`src/rtl/vaddr_xlate_pkg.sv`:
```
package vaddr_xlate_pkg;

  typedef enum logic [2:0] {
    ST_IDLE     = 3'd0,
    ST_DIR_REQ  = 3'd1,
    ST_DIR_WAIT = 3'd2,
    ST_TBL_REQ  = 3'd3,
    ST_TBL_WAIT = 3'd4
  } walkState_t;

  // Strobes from control to datapath, valid for the current cycle.
  typedef struct packed {
    logic promote;   // hit: move matched entry to most-recent slot
    logic latchReq;  // miss: capture request address for the walk
    logic latchDir;  // directory word present: capture next-level base
    logic install;   // table word present: shift in new mapping
    logic issueRd;   // drive a memory read this cycle
    logic selTbl;    // read address is the table level
    logic rspHit;    // respond from cache
    logic rspWalk;   // respond from walk result
    logic rspFault;  // respond with fault
  } ctrlStrobe_t;

endpackage

```
`src/rtl/vaddr_xlate_ctrl.sv`:
```
module vaddr_xlate_ctrl
  import vaddr_xlate_pkg::*;
(
  input  logic        clk,
  input  logic        rstN,
  input  logic        reqValid,
  input  logic        lookupHit,
  input  logic        memRdDataValid,
  input  logic        descPresent,
  output logic        reqReady,
  output ctrlStrobe_t strb
);

  walkState_t stateQ, stateD;

  always_ff @(posedge clk) begin
    if (!rstN) stateQ <= ST_IDLE;
    else       stateQ <= stateD;
  end

  always_comb begin
    stateD   = stateQ;
    strb     = '0;
    reqReady = 1'b0;
    unique case (stateQ)
      ST_IDLE: begin
        reqReady = 1'b1;
        if (reqValid) begin
          if (lookupHit) begin
            strb.promote = 1'b1;
            strb.rspHit  = 1'b1;
          end else begin
            strb.latchReq = 1'b1;
            stateD        = ST_DIR_REQ;
          end
        end
      end
      ST_DIR_REQ: begin
        strb.issueRd = 1'b1;
        stateD       = ST_DIR_WAIT;
      end
      ST_DIR_WAIT: begin
        if (memRdDataValid) begin
          if (descPresent) begin
            strb.latchDir = 1'b1;
            stateD        = ST_TBL_REQ;
          end else begin
            strb.rspFault = 1'b1;
            stateD        = ST_IDLE;
          end
        end
      end
      ST_TBL_REQ: begin
        strb.issueRd = 1'b1;
        strb.selTbl  = 1'b1;
        stateD       = ST_TBL_WAIT;
      end
      ST_TBL_WAIT: begin
        strb.selTbl = 1'b1;
        if (memRdDataValid) begin
          if (descPresent) begin
            strb.install = 1'b1;
            strb.rspWalk = 1'b1;
          end else begin
            strb.rspFault = 1'b1;
          end
          stateD = ST_IDLE;
        end
      end
      default: stateD = ST_IDLE;
    endcase
  end

endmodule

```
`src/rtl/vaddr_xlate_dp.sv`:
```
module vaddr_xlate_dp
  import vaddr_xlate_pkg::*;
#(
  parameter int ADDR_W   = 32,
  parameter int OFFSET_W = 12,
  parameter int DIR_W    = 10,
  parameter int TBL_W    = 10,
  parameter int ENTRIES  = 8
) (
  input  logic              clk,
  input  logic              rstN,
  input  logic [ADDR_W-1:0] reqVaddr,
  input  logic              ptbWrEn,
  input  logic [ADDR_W-1:0] ptbWrData,
  input  logic [ADDR_W-1:0] memRdData,
  input  ctrlStrobe_t       strb,
  output logic              lookupHit,
  output logic              descPresent,
  output logic              memRdValid,
  output logic [ADDR_W-1:0] memRdAddr,
  output logic              rspValid,
  output logic [ADDR_W-1:0] rspPaddr,
  output logic              rspFault
);

  localparam int VPN_W  = DIR_W + TBL_W;
  localparam int PFN_W  = ADDR_W - OFFSET_W;
  localparam int IDX_W  = $clog2(ENTRIES);
  localparam int DPAD_W = OFFSET_W - DIR_W;
  localparam int TPAD_W = OFFSET_W - TBL_W;

  // Cache storage, slot 0 most recent, slot ENTRIES-1 least recent.
  logic [ENTRIES-1:0] entValid;
  logic [VPN_W-1:0]   entVpn [ENTRIES];
  logic [PFN_W-1:0]   entPfn [ENTRIES];

  logic [PFN_W-1:0]   ptbBase;
  logic [ADDR_W-1:0]  walkVaddr;
  logic [PFN_W-1:0]   dirBase;

  logic [VPN_W-1:0]   reqVpn;
  logic [VPN_W-1:0]   walkVpn;
  logic [DIR_W-1:0]   walkDirIdx;
  logic [TBL_W-1:0]   walkTblIdx;
  logic [PFN_W-1:0]   fetchedBase;
  logic [ENTRIES-1:0] matchVec;
  logic [IDX_W-1:0]   hitIdx;
  logic [PFN_W-1:0]   hitPfn;
  logic               unusedLowBits;

  assign reqVpn      = reqVaddr[ADDR_W-1:OFFSET_W];
  assign walkVpn     = walkVaddr[ADDR_W-1:OFFSET_W];
  assign walkDirIdx  = walkVaddr[ADDR_W-1 -: DIR_W];
  assign walkTblIdx  = walkVaddr[OFFSET_W +: TBL_W];
  assign fetchedBase = memRdData[ADDR_W-1:OFFSET_W];
  assign descPresent = memRdData[0];
  assign unusedLowBits = ^{ptbWrData[OFFSET_W-1:0], memRdData[OFFSET_W-1:1]};

  // Parallel compare against every slot.
  for (genvar g = 0; g < ENTRIES; g++) begin : gCmp
    assign matchVec[g] = entValid[g] && (entVpn[g] == reqVpn);
  end

  always_comb begin
    hitIdx = '0;
    for (int i = 0; i < ENTRIES; i++) begin
      if (matchVec[i]) hitIdx = IDX_W'(i);
    end
  end

  assign hitPfn    = entPfn[hitIdx];
  // A base write in the same cycle hides all current entries.
  assign lookupHit = (|matchVec) && !ptbWrEn;

  // Base register and walk context.
  always_ff @(posedge clk) begin
    if (!rstN) begin
      ptbBase   <= '0;
      walkVaddr <= '0;
      dirBase   <= '0;
    end else begin
      if (ptbWrEn)       ptbBase   <= ptbWrData[ADDR_W-1:OFFSET_W];
      if (strb.latchReq) walkVaddr <= reqVaddr;
      if (strb.latchDir) dirBase   <= fetchedBase;
    end
  end

  // Recency-ordered storage: install shifts everything down one slot,
  // promote shifts slots above the hit down and puts the hit on top.
  always_ff @(posedge clk) begin
    if (!rstN) begin
      entValid <= '0;
      for (int i = 0; i < ENTRIES; i++) begin
        entVpn[i] <= '0;
        entPfn[i] <= '0;
      end
    end else if (ptbWrEn) begin
      entValid <= '0;
    end else if (strb.install) begin
      entValid <= {entValid[ENTRIES-2:0], 1'b1};
      for (int i = ENTRIES - 1; i > 0; i--) begin
        entVpn[i] <= entVpn[i-1];
        entPfn[i] <= entPfn[i-1];
      end
      entVpn[0] <= walkVpn;
      entPfn[0] <= fetchedBase;
    end else if (strb.promote) begin
      for (int i = ENTRIES - 1; i > 0; i--) begin
        if (i <= int'(hitIdx)) begin
          entVpn[i] <= entVpn[i-1];
          entPfn[i] <= entPfn[i-1];
        end
      end
      entVpn[0] <= reqVpn;
      entPfn[0] <= hitPfn;
    end
  end

  // Memory read port.
  assign memRdValid = strb.issueRd;
  assign memRdAddr  = strb.selTbl ? {dirBase, walkTblIdx, {TPAD_W{1'b0}}}
                                  : {ptbBase, walkDirIdx, {DPAD_W{1'b0}}};

  // Registered response.
  always_ff @(posedge clk) begin
    if (!rstN) begin
      rspValid <= 1'b0;
      rspPaddr <= '0;
      rspFault <= 1'b0;
    end else begin
      rspValid <= strb.rspHit || strb.rspWalk || strb.rspFault;
      rspFault <= strb.rspFault;
      if (strb.rspHit)
        rspPaddr <= {hitPfn, reqVaddr[OFFSET_W-1:0]};
      else if (strb.rspWalk)
        rspPaddr <= {fetchedBase, walkVaddr[OFFSET_W-1:0]};
      else
        rspPaddr <= '0;
    end
  end

endmodule

```
`src/rtl/vaddr_xlate.sv`:
```
module vaddr_xlate
  import vaddr_xlate_pkg::*;
#(
  parameter int ADDR_W   = 32,
  parameter int OFFSET_W = 12,
  parameter int DIR_W    = 10,
  parameter int TBL_W    = 10,
  parameter int ENTRIES  = 8
) (
  input  logic              clk,
  input  logic              rstN,
  input  logic              reqValid,
  output logic              reqReady,
  input  logic [ADDR_W-1:0] reqVaddr,
  output logic              rspValid,
  output logic [ADDR_W-1:0] rspPaddr,
  output logic              rspFault,
  output logic              memRdValid,
  output logic [ADDR_W-1:0] memRdAddr,
  input  logic              memRdDataValid,
  input  logic [ADDR_W-1:0] memRdData,
  input  logic              ptbWrEn,
  input  logic [ADDR_W-1:0] ptbWrData
);

  ctrlStrobe_t strb;
  logic        lookupHit;
  logic        descPresent;

  vaddr_xlate_ctrl u_ctrl (
    .clk            (clk),
    .rstN           (rstN),
    .reqValid       (reqValid),
    .lookupHit      (lookupHit),
    .memRdDataValid (memRdDataValid),
    .descPresent    (descPresent),
    .reqReady       (reqReady),
    .strb           (strb)
  );

  vaddr_xlate_dp #(
    .ADDR_W   (ADDR_W),
    .OFFSET_W (OFFSET_W),
    .DIR_W    (DIR_W),
    .TBL_W    (TBL_W),
    .ENTRIES  (ENTRIES)
  ) u_dp (
    .clk         (clk),
    .rstN        (rstN),
    .reqVaddr    (reqVaddr),
    .ptbWrEn     (ptbWrEn),
    .ptbWrData   (ptbWrData),
    .memRdData   (memRdData),
    .strb        (strb),
    .lookupHit   (lookupHit),
    .descPresent (descPresent),
    .memRdValid  (memRdValid),
    .memRdAddr   (memRdAddr),
    .rspValid    (rspValid),
    .rspPaddr    (rspPaddr),
    .rspFault    (rspFault)
  );

endmodule

```
`config.mk`:
```
export PLATFORM = sky130hd
export DESIGN_NAME = vaddr_xlate
export DESIGN_NICKNAME = d
export VERILOG_FILES = /design/src/rtl/vaddr_xlate_pkg.sv /design/src/rtl/vaddr_xlate_ctrl.sv /design/src/rtl/vaddr_xlate_dp.sv /design/src/rtl/vaddr_xlate.sv
export SDC_FILE = /design/constraint.sdc
export NUM_CORES = 1
export LEC_CHECK = 0
export BUFFER_PORTS_ARGS = -buffer_cell sky130_fd_sc_hd__buf_4
export CAP_MARGIN = 0
export CORE_ASPECT_RATIO = 0.8
export CORE_UTILIZATION = 45
export DETAILED_ROUTE_END_ITERATION = 10
export PLACE_DENSITY = 0.63
export SYNTH_ARGS = -nofsm -noshare
export SYNTH_HDL_FRONTEND = slang
export SYNTH_SLANG_ARGS = --single-unit
```
`constraint.sdc`:
```
create_clock -name clk -period 7.8 [get_ports clk]
set_input_delay 1.17 -clock clk [delete_from_list [all_inputs] [get_ports clk]]
set_output_delay 1.17 -clock clk [all_outputs]
set_load 0.01 [all_outputs]
```
==> summary.md, run 1 <==
| Metric | Value |
|---|---|
| Post-layout min period | `4920 ps` |
| CTS Buf Count | `46` |
| Final Hold Fails | `0` |
| Dpl cells | `2498` |
| Final net count | `2044` |
| Final HPWL DP | `35200 µm` |
| CP endpoint kind | `flop` |
| Syn_area_per_cell | `11.0 µm²` |
| Initial Util | `0.460` |
| Initial antenna violation count | `1` |
| Die Y | `193 µm` |
| HP Class | `flop to flop` |
| Final slew viol count | `0` |
| Cell Rows | `69` |
| Antenna violation net count after detailed routing | `0` |
| Post-layout instance count excluding filler cells | `2583` |
| Synth warn | `0` |
| # clock sinks | `437` |
| Max IR drop VDD | `0.000168 V` |
| Latest clock arrival within the worst-skew pair | `580 ps` |
| Pre-Repair DR Iteration Count | `5` |
| Type of the worst setup path | `primary input to flop` |
| Vias in the first global route | `13.2k` |
| Max Fclk | `203 MHz` |
| Startpoint Class | `primary input` |
| Htree depth | `2` |
| Largest fanout on the critical path | `41` |
| Slew @ Worst Pin | `1270 ps` |
| Register area share after synthesis | `0.580` |
| Routed WL | `48800 µm` |
| Grt ovf | `0` |
| Leakage | `8.61 nW` |
| Routed len/inst | `18.9 µm` |
| Pin count of the biggest net entering global routing | `101` |
| Relative slew slack | `0.154` |
| # DRC | `0` |
| Vias per cell | `5.32` |
| Iter 0 DRT Violations | `985` |
| Post-Syn Instances | `1867` |
| Layout cells sized above 1 | `0.154` |
| CORE AREA | `44800 µm²` |
| Most frequent cells in the layout | `320 x edfxtp_1, 222 x nand2_1, 169 x buf_4, 161 x and2_1, 138 x xnor2_1` |
| Seq cells post-synth | `437` |
| First-pass GRT wire length | `75900 µm` |
| Post-route clock period utilization | `0.630` |
| Placer Congestion | `0.906` |
| Post-synthesis async set-or-reset flop share | `0` |
| Worst endpoint required time | `8240 ps` |
| Most common cell after layout, fill and taps aside | `edfxtp_1` |
| Cts hold-fix bufs | `0` |
| Status | `completed` |
| CTS clk-pin slew, worst paths | `60 ps` |
| I/O Buffers | `143` |
| Post-synth EDFFs | `320` |
| Layout area overhead | `14.5%` |
| Full die area | `46600 µm²` |
| IO Count | `169` |
| Fill count | `3911` |
| Area of the mapped netlist | `20600 µm²` |
| Final setup vio count | `0` |
| Top FF cell, synth | `edfxtp_1` |
| Setup Fix Bufs, Post-CTS | `0` |
| CTS Buffer Depth | `3` |
| Distinct cells, synth | `62` |
| Max Cap Viol | `0` |
| Unrepaired setup endpoints after global routing | `false` |
| GRT Total Usage | `0.209` |
| CTS resizes | `0` |
| Setup Total Neg Slack | `0 ps` |
| Width of the chip | `241 µm` |
| CTS tree | `done` |
| Power per cell area | `216 nW/µm²` |
| Arrival time at the worst endpoint | `5360 ps` |
| Clock Skews | `20.7 ps` |
| Clock root buffer | `clkbuf_16` |
| Vias | `13.8k` |
critical path: stages:
cell and delay (ps):
buf_4 200, xnor2_1 300, nand4_1 140, nor4_1 370, and4_1 1030, nor4_4 100, buf_4 290, a41oi_4 180
buf_4 470, a21o_1 830, and2_1 250
routing by layer:
layer / up-vias / routed length [µm] / GRT usage
met1: 6454 / 24000 / 0.320
met3: 67 / 3590 / 0.0482
met2: 456 / 20200 / 0.294
met4: 0 / 1020 / 0.0588
met5: - / 0 / 0
li1: 6775 / - / -
worst paths after layout:
path | to | slack (ps) | cells past startpoint | from
worst max-delay path | u_dp.entVpn[0][66]$_DFFE_PP_ | 2880 | 11 | reqVaddr[17]
worst min-delay path | u_dp.dirBase[4]$_SDFFE_PN0P_ | 460 | 2 | u_dp.dirBase[4]$_SDFFE_PN0P_
worst max register to register | u_dp.entVpn[0][66]$_DFFE_PP_ | 3290 | 10 | u_dp.entVpn[0][105]$_DFFE_PP_
worst min register to register | u_dp.dirBase[4]$_SDFFE_PN0P_ | 460 | 2 | u_dp.dirBase[4]$_SDFFE_PN0P_
layout make-up:
class | count | area (µm²) | share of cell area
diodes | 1 | 2.50 | 0.000106
clock buffers | 61 | 1260 | 0.0535
clock inverters | 23 | 180 | 0.00764
inverters | 23 | 86.3 | 0.00366
multi-input cells | 1266 | 8080 | 0.343
flip-flops and latches | 437 | 12000 | 0.507
well taps | 603 | 754 | 0.0320
repair buffers | 169 | 1270 | 0.0538
power breakdown:
| group | total, mW | leakage, nW | switching, mW | internal (mW) |
|---|---|---|---|---|
| Clock | 2.11 | 0.722 | 0.900 | 1.21 |
| Sequential | 2.63 | 4.25 | 0.0493 | 2.58 |
| Combinational | 0.352 | 3.63 | 0.209 | 0.143 |
| Total | 5.09 | 8.61 | 1.16 | 3.93 |
metrics by stage:
| step | area (µm²) | hold slack [ps] | power [mW] | worst slack [ps] | util |
|---|---|---|---|---|---|
| floorplan | 20600 | 433 | 2.90 | 531 | - |
| global placement | 22100 | 439 | 3.02 | 2280 | 0.494 |
| detailed placement | 22100 | 447 | 3.03 | 2260 | 0.494 |
| CTS | 23600 | 456 | 5.13 | 2870 | 0.526 |
| global route | 23600 | 471 | 5.25 | 2700 | 0.526 |
| finish | 23600 | 458 | 5.09 | 2880 | 0.526 |
registers in the layout, indices dropped and copies added, names as in the netlist:
signal / flops
u_dp.rspPaddr: 32
u_ctrl.stateQ: 3
u_dp.entVpn: 160
u_dp.dirBase: 20
u_dp.entPfn: 160
u_dp.walkVaddr: 32
u_dp.rspFault: 1
u_dp.entValid: 8
u_dp.rspValid: 1
u_dp.ptbBase: 20
cell families after synthesis:
| group | share of synthesized area |
|---|---|
| multiplexers | 0.0364 |
| flip-flops | 0.580 |
| AND/OR/NAND/NOR | 0.198 |
| AO/OA/AOI/OAI | 0.0820 |
| XOR/XNOR | 0.0689 |
| other | 0.000182 |
| buffers and inverters | 0.0339 |
cell usage after synthesis (4+ instances only):
library cell	n	area [µm²]
inv_1	23	86.3
a22o_1	20	175
buf_2	32	160
nor4_1	15	93.8
and4_1	7	61.3
nor4b_1	4	35.0
o21ai_0	81	405
or4_1	8	60.1
o221ai_1	20	175
nand2b_1	5	31.3
buf_1	5	18.8
xnor2_1	138	1210
nand2_1	223	837
mux2_2	31	349
edfxtp_1	320	9610
a21oi_1	72	360
mux2i_1	40	400
clkbuf_2	4	20.0
or2_2	5	31.3
nor3_1	5	25.0
o211ai_1	44	330
xor2_1	24	210
dfxtp_1	117	2340
nor2b_1	123	769
and2_1	161	1010
o21ai_2	8	70.1
clkbuf_1	95	357
nand3_1	81	405
nand4_1	72	450
nor2_1	42	158
No activity file was read; power rests on OpenSTA's default activity.
==> run 2, diff against run 1 <==
- ABC_AREA: default -> 1
- clock period: 7.8 -> 4.9 ns (I/O delays scaled with it)
==> summary.md, run 2 <==
| Metric | Value |
|---|---|
| Power per cell area | `333 nW/µm²` |
| Final hold slack | `359 ps` |
| CTS Buf Count | `46` |
| N_diodes | `0` |
| Pin count of the biggest net entering global routing | `81` |
| Hold_sp | `memRdData[0]` |
| Fill count | `4747` |
| Max Fclk | `264 MHz` |
| Storage cell area | `12000 µm²` |
| Met2 GRT Util | `0.384` |
| Status | `completed` |
| Antenna violation net count after detailed routing | `0` |
| Unrepaired setup endpoints after global routing | `false` |
| Dpl cells | `3522` |
| Vias in the first global route | `18.0k` |
| Vias | `18.9k` |
| Setup WS pre-CTS | `533 ps` |
| Final net count | `2996` |
| Gr busiest metal | `met1` |
| Top FF cell, synth | `edfxtp_1` |
| # clock sinks | `437` |
| # DRC | `0` |
| Synth warn | `0` |
| Relative slew slack | `0.288` |
| Placer Congestion | `0.986` |
| Startpoint Class | `primary input` |
| Top cells by count, synth | `578 x nand2_1, 456 x inv_1, 338 x nor2_1` |
| R2R depth | `12` |
| GRT Total Usage | `0.270` |
| Routed len/inst | `19.2 µm` |
| Pre-Repair DR Iteration Count | `5` |
| Final HPWL DP | `49100 µm` |
| Area of the multi-input gates | `8300 µm²` |
| HP Class | `primary input to flop` |
| CP endpoint kind | `flop` |
| Layout cells sized above 1 | `0.118` |
| Total chip power | `8.60 mW` |
| Leakage | `11.5 nW` |
| Grt ovf | `0` |
| Placed inst area | `24400 µm²` |
| Hold Path End | `u_dp.rspFault$_SDFF_PN0_` |
| GRT met1 Usage | `0.412` |
| Seq cells post-synth | `437` |
| Layout area overhead | `13.3%` |
| CTS clk-pin slew, worst paths | `60 ps` |
| CTS tree | `done` |
| Final setup vio count | `0` |
| CTS resizes | `0` |
| Final core occ | `0.518` |
| Die Y | `203 µm` |
| Most frequent cells in the layout | `572 x nand2_1, 455 x inv_1, 337 x nor2_1, 320 x edfxtp_1, 264 x nand3_1` |
| Width of the chip | `254 µm` |
| Clock root buffer | `clkbuf_16` |
| Distinct cells, synth | `47` |
| Leading area contributor after synthesis | `edfxtp_1` |
| R2R Setup Slk | `1320 ps` |
| Type of the worst setup path | `primary input to flop` |
| Post-synth EDFFs | `320` |
| Largest fanout on the critical path | `40` |
| Arrival time at the worst endpoint | `4000 ps` |
| Post-Syn Instances | `2823` |
| CTS Buffer Depth | `3` |
| Final Hold Fails | `0` |
| Final slew viol count | `0` |
| Reg-to-reg endpoint | `u_dp.entVpn[0][70]$_DFFE_PP_` |
| Clock Skews | `14.7 ps` |
| Vias per cell | `5.23` |
| Setup Fix Bufs, Post-CTS | `0` |
| Setup Total Neg Slack | `0 ps` |
| Max IR drop VDD | `0.000272 V` |
| Syn_area_per_cell | `8.07 µm²` |
| Post-route clock period utilization | `0.772` |
| Post-synthesis async set-or-reset flop share | `0` |
| Post-synth top area share | `0.422` |
| Largest regs | `u_dp.entPfn (160), u_dp.entVpn (160)` |
| CORE AREA | `49900 µm²` |
| Cell Rows | `73` |
| Latest clock arrival within the worst-skew pair | `590 ps` |
| IO Count | `169` |
| Met3 usage | `0.0532` |
| Initial Util | `0.457` |
| Hold path depth | `2` |
| Initial antenna violation count | `0` |
| Iter 0 DRT Violations | `1706` |
| Synth top area cells | `edfxtp_1 42%, dfxtp_1 10%, nand2_1 9.5%` |
| First-pass GRT wire length | `106000 µm` |
| Cts hold-fix bufs | `0` |
| I/O Buffers | `143` |
| Most common cell after layout, fill and taps aside | `nand2_1` |
| Area of the mapped netlist | `22800 µm²` |
| Post-layout min period | `3780 ps` |
| Reg2reg start | `u_dp.entVpn[0][146]$_DFFE_PP_` |
| Slew @ Worst Pin | `1060 ps` |
| Most frequent cell after synthesis | `nand2_1` |
| Max Cap Viol | `0` |
| Routed WL | `69200 µm` |
| Worst endpoint required time | `5120 ps` |
| Post-route cell area | `25800 µm²` |
| Htree depth | `2` |
| Full die area | `51600 µm²` |
| Register area share after synthesis | `0.524` |
| Post-layout instance count excluding filler cells | `3608` |
| Final worst setup slack | `1120 ps` |
## run 2: cell count changes after synthesis, moves of 123 or more
| cell | delta |
|---|---|
| nor2b_1 | -123 |
| nor2_1 | +296 |
| nand2_1 | +355 |
| nand3_1 | +185 |
| inv_1 | +433 |
| and2_1 | -161 |
## run 2: how the worst max path moves through the flow
| stage | startpoint | end | slack [ps] | cells past startpoint |
|---|---|---|---|---|
| 2_1_floorplan | reqVaddr[24] | u_dp.entPfn[1][0]$_SDFFCE_PN0P_ | 970 | 14 |
| 3_3_place_gp | reqVaddr[24] | u_dp.entVpn[0][63]$_DFFE_PP_ | 530 | 16 |
| 3_5_place_dp | reqVaddr[13] | u_dp.entVpn[0][72]$_DFFE_PP_ | 530 | 16 |
| 4_1_cts | reqVaddr[13] | u_dp.entVpn[0][72]$_DFFE_PP_ | 1140 | 16 |
| 5_1_grt | reqVaddr[24] | u_dp.entVpn[0][67]$_DFFE_PP_ | 870 | 16 |
| 6_report | reqVaddr[13] | u_dp.entVpn[0][70]$_DFFE_PP_ | 1120 | 16 |
## run 2: cells by family (layout without fill, tap and decap cells)
family	after synthesis	after routing	share of synthesized area
buf+inv	636	745	0.114
other cells	1	2	0.000165
flops	437	437	0.524
xor+xnor	47	47	0.0181
simple gates	1328	1328	0.251
compound gates	374	374	0.0925
## run 2: area by class of cell
type / count / area share
Clock buffer: 65 / 0.0509
Clock inverter: 21 / 0.00548
Inverter: 476 / 0.0693
Multi-Input combinational cell: 1751 / 0.322
Sequential cell: 437 / 0.463
Tap cell: 675 / 0.0327
Timing Repair Buffer: 183 / 0.0572
## run 2: per-layer routing
metal  routed length [µm]  part of all wire
met1                33200              0.48
met2                28200              0.41
met3                 5970             0.086
met4                 1710             0.025
met5                    0                 0
## run 2: critical path, stage by stage
cell and delay [ps]:
buf_4 220, clkinv_1 420, nand2_1 200, nand2_1 70, nor2_1 130, nand2_1 60, nor2_1 150, nand3_1 150
nand2_1 210, inv_1 60, nand2_1 170, o21ai_4 80, nor2_2 610, nand2_1 160, nand2_2 90, buf_4 450
## run 2: report_power, final
| group | total, mW | switching (mW) | internal, mW |
|---|---|---|---|
| logic | 0.933 | 0.615 | 0.318 |
| clock network | 3.43 | 1.51 | 1.93 |
| registers | 4.23 | 0.0962 | 4.14 |
==> run 3, diff against run 2 <==
- clock period: 4.9 -> 3.8 ns (I/O delays scaled with it)
==> summary.md, run 3 (synthesis results as in run 2) <==
| Metric | Value |
|---|---|
| Comb pwr share | `0.110` |
| Area of the multi-input gates | `8300 µm²` |
| Relative slew slack | `0.264` |
| Max Fclk | `320 MHz` |
| Antenna violation net count after detailed routing | `0` |
| Initial Util | `0.457` |
| Initial antenna violation count | `1` |
| Status | `completed` |
| GRT Total Usage | `0.254` |
| Max Cap Viol | `0` |
| Pint | `8.27 mW` |
| Pre-Repair DR Iteration Count | `6` |
| CTS clk-pin slew, worst paths | `60 ps` |
| Final slew viol count | `0` |
| Post-route cell area | `26200 µm²` |
| Clock Power Share | `0.398` |
| Final net count | `3022` |
| First-pass GRT wire length | `100000 µm` |
| Grt ovf | `0` |
| # DRC | `0` |
| CTS tree | `done` |
| Reg power frac | `0.492` |
| CP endpoint kind | `flop` |
| Arrival time at the worst endpoint | `3420 ps` |
| Routed len/inst | `18.0 µm` |
| Post-route clock period utilization | `0.823` |
| Width of the chip | `254 µm` |
| Net Sw Frac | `0.253` |
| Vias in the first global route | `17.6k` |
| NetSw | `2.81 mW` |
| Storage cell area | `12000 µm²` |
| Clock root buffer | `clkbuf_16` |
| Die Y | `203 µm` |
| Fill count | `4714` |
| Final setup vio count | `0` |
| Final HPWL DP | `48700 µm` |
| Layout area overhead | `15.0%` |
| Largest fanout on the critical path | `20` |
| Startpoint Class | `flop` |
| Unrepaired setup endpoints after global routing | `false` |
| R2R depth | `14` |
| Dpl cells | `3547` |
| Placed inst area | `24700 µm²` |
| Post-layout min period | `3130 ps` |
| Total chip power | `11.1 mW` |
| Hold path depth | `2` |
| Clock Skews | `12.7 ps` |
| Slew @ Worst Pin | `1100 ps` |
| Power per cell area | `423 nW/µm²` |
| Max IR drop VDD | `0.000368 V` |
| CTS resizes | `0` |
| HP Class | `primary input to flop` |
| Setup Total Neg Slack | `0 ps` |
| Final core occ | `0.525` |
| Routed WL | `65300 µm` |
| Leakage | `11.7 nW` |
| Iter 0 DRT Violations | `1690` |
| # clock sinks | `437` |
| Largest regs | `u_dp.entPfn (160), u_dp.entVpn (160)` |
| Pin count of the biggest net entering global routing | `96` |
| Most common cell after layout, fill and taps aside | `nand2_1` |
| Latest clock arrival within the worst-skew pair | `590 ps` |
| Full die area | `51600 µm²` |
| Layout cells sized above 1 | `0.128` |
| Cts hold-fix bufs | `0` |
| CTS Buf Count | `47` |
| Cell Rows | `73` |
| Type of the worst setup path | `flop to flop` |
| Htree depth | `2` |
| Setup Fix Bufs, Post-CTS | `0` |
| Vias per cell | `5.10` |
| Final Hold Fails | `0` |
| CORE AREA | `49900 µm²` |
| Vias | `18.5k` |
| CTS Buffer Depth | `3` |
| Worst endpoint required time | `4090 ps` |
| Post-layout instance count excluding filler cells | `3635` |
| Most frequent cells in the layout | `572 x nand2_1, 455 x inv_1, 337 x nor2_1, 320 x edfxtp_1, 264 x nand3_1` |
| Placer Congestion | `0.897` |
| I/O Buffers | `143` |
| IO Count | `169` |
| N_diodes | `0` |
-- run 3: cell types whose count changed in the layout (fill, tap and decap cells not counted), sizes merged --
| cell | previous run | this run |
|---|---|---|
| clkbuf | 65 | 64 |
| clkinvlp | 1 | 2 |
| buf | 183 | 208 |
| clkinv | 19 | 21 |
-- run 3: cell type report --
type / count / area share
multi-input cells: 1751 / 0.317
clock inverters: 24 / 0.00621
flip-flops and latches: 437 / 0.456
repair buffers: 208 / 0.0702
clock buffers: 64 / 0.0502
well taps: 675 / 0.0322
inverters: 476 / 0.0683
-- run 3: metrics by stage --
stage / worst slack [ps] / hold slack (ps)
2_1_floorplan: 32.1 / 430
3_3_place_gp: 265 / 440
3_5_place_dp: 218 / 450
4_1_cts: 686 / 164
5_1_grt: 448 / 185
6_report: 672 / 196
-- run 3: path summary, 6_finish.rpt --
| check | slack, ps | from | endpoint |
|---|---|---|---|
| worst min-delay path | 200 | memRdData[0] | u_dp.rspFault$_SDFF_PN0_ |
| worst max-delay path | 670 | u_dp.entVpn[0][123]$_DFFE_PP_ | u_dp.entPfn[7][11]$_DFFE_PP_ |
| worst min register to register | 460 | u_dp.dirBase[5]$_SDFFE_PN0P_ | u_dp.dirBase[5]$_SDFFE_PN0P_ |
| worst max register to register | 670 | u_dp.entVpn[0][123]$_DFFE_PP_ | u_dp.entPfn[7][11]$_DFFE_PP_ |
-- run 3: power groups by stage --
stage,clock (mW),combinational (mW),sequential [mW]
6_report,4.41,1.22,5.45
3_5_place_dp,0,1.21,5.54
2_1_floorplan,0,0.751,5.52
5_1_grt,4.67,1.35,5.47
3_3_place_gp,0,1.20,5.54
4_1_cts,4.51,1.22,5.44
-- run 3: routing by layer --
metal	GRT usage	wire [µm]
met5	0	0
met4	0.0770	1790
met3	0.0403	4660
met2	0.370	27000
met1	0.385	31900
-- run 3: critical path, cell delays in order, from the launching register on --
cell and delay, ps:
edfxtp_1 430, inv_1 80, nor2_1 50, nor2_1 140, nand3_1 90, nor4_1 450
nand3_1 320, nand2_2 190, nor2_4 90, nand3_2 120, nand4_4 150, nor2_4 270
nand3b_1 120, nand2_2 150, buf_12 190
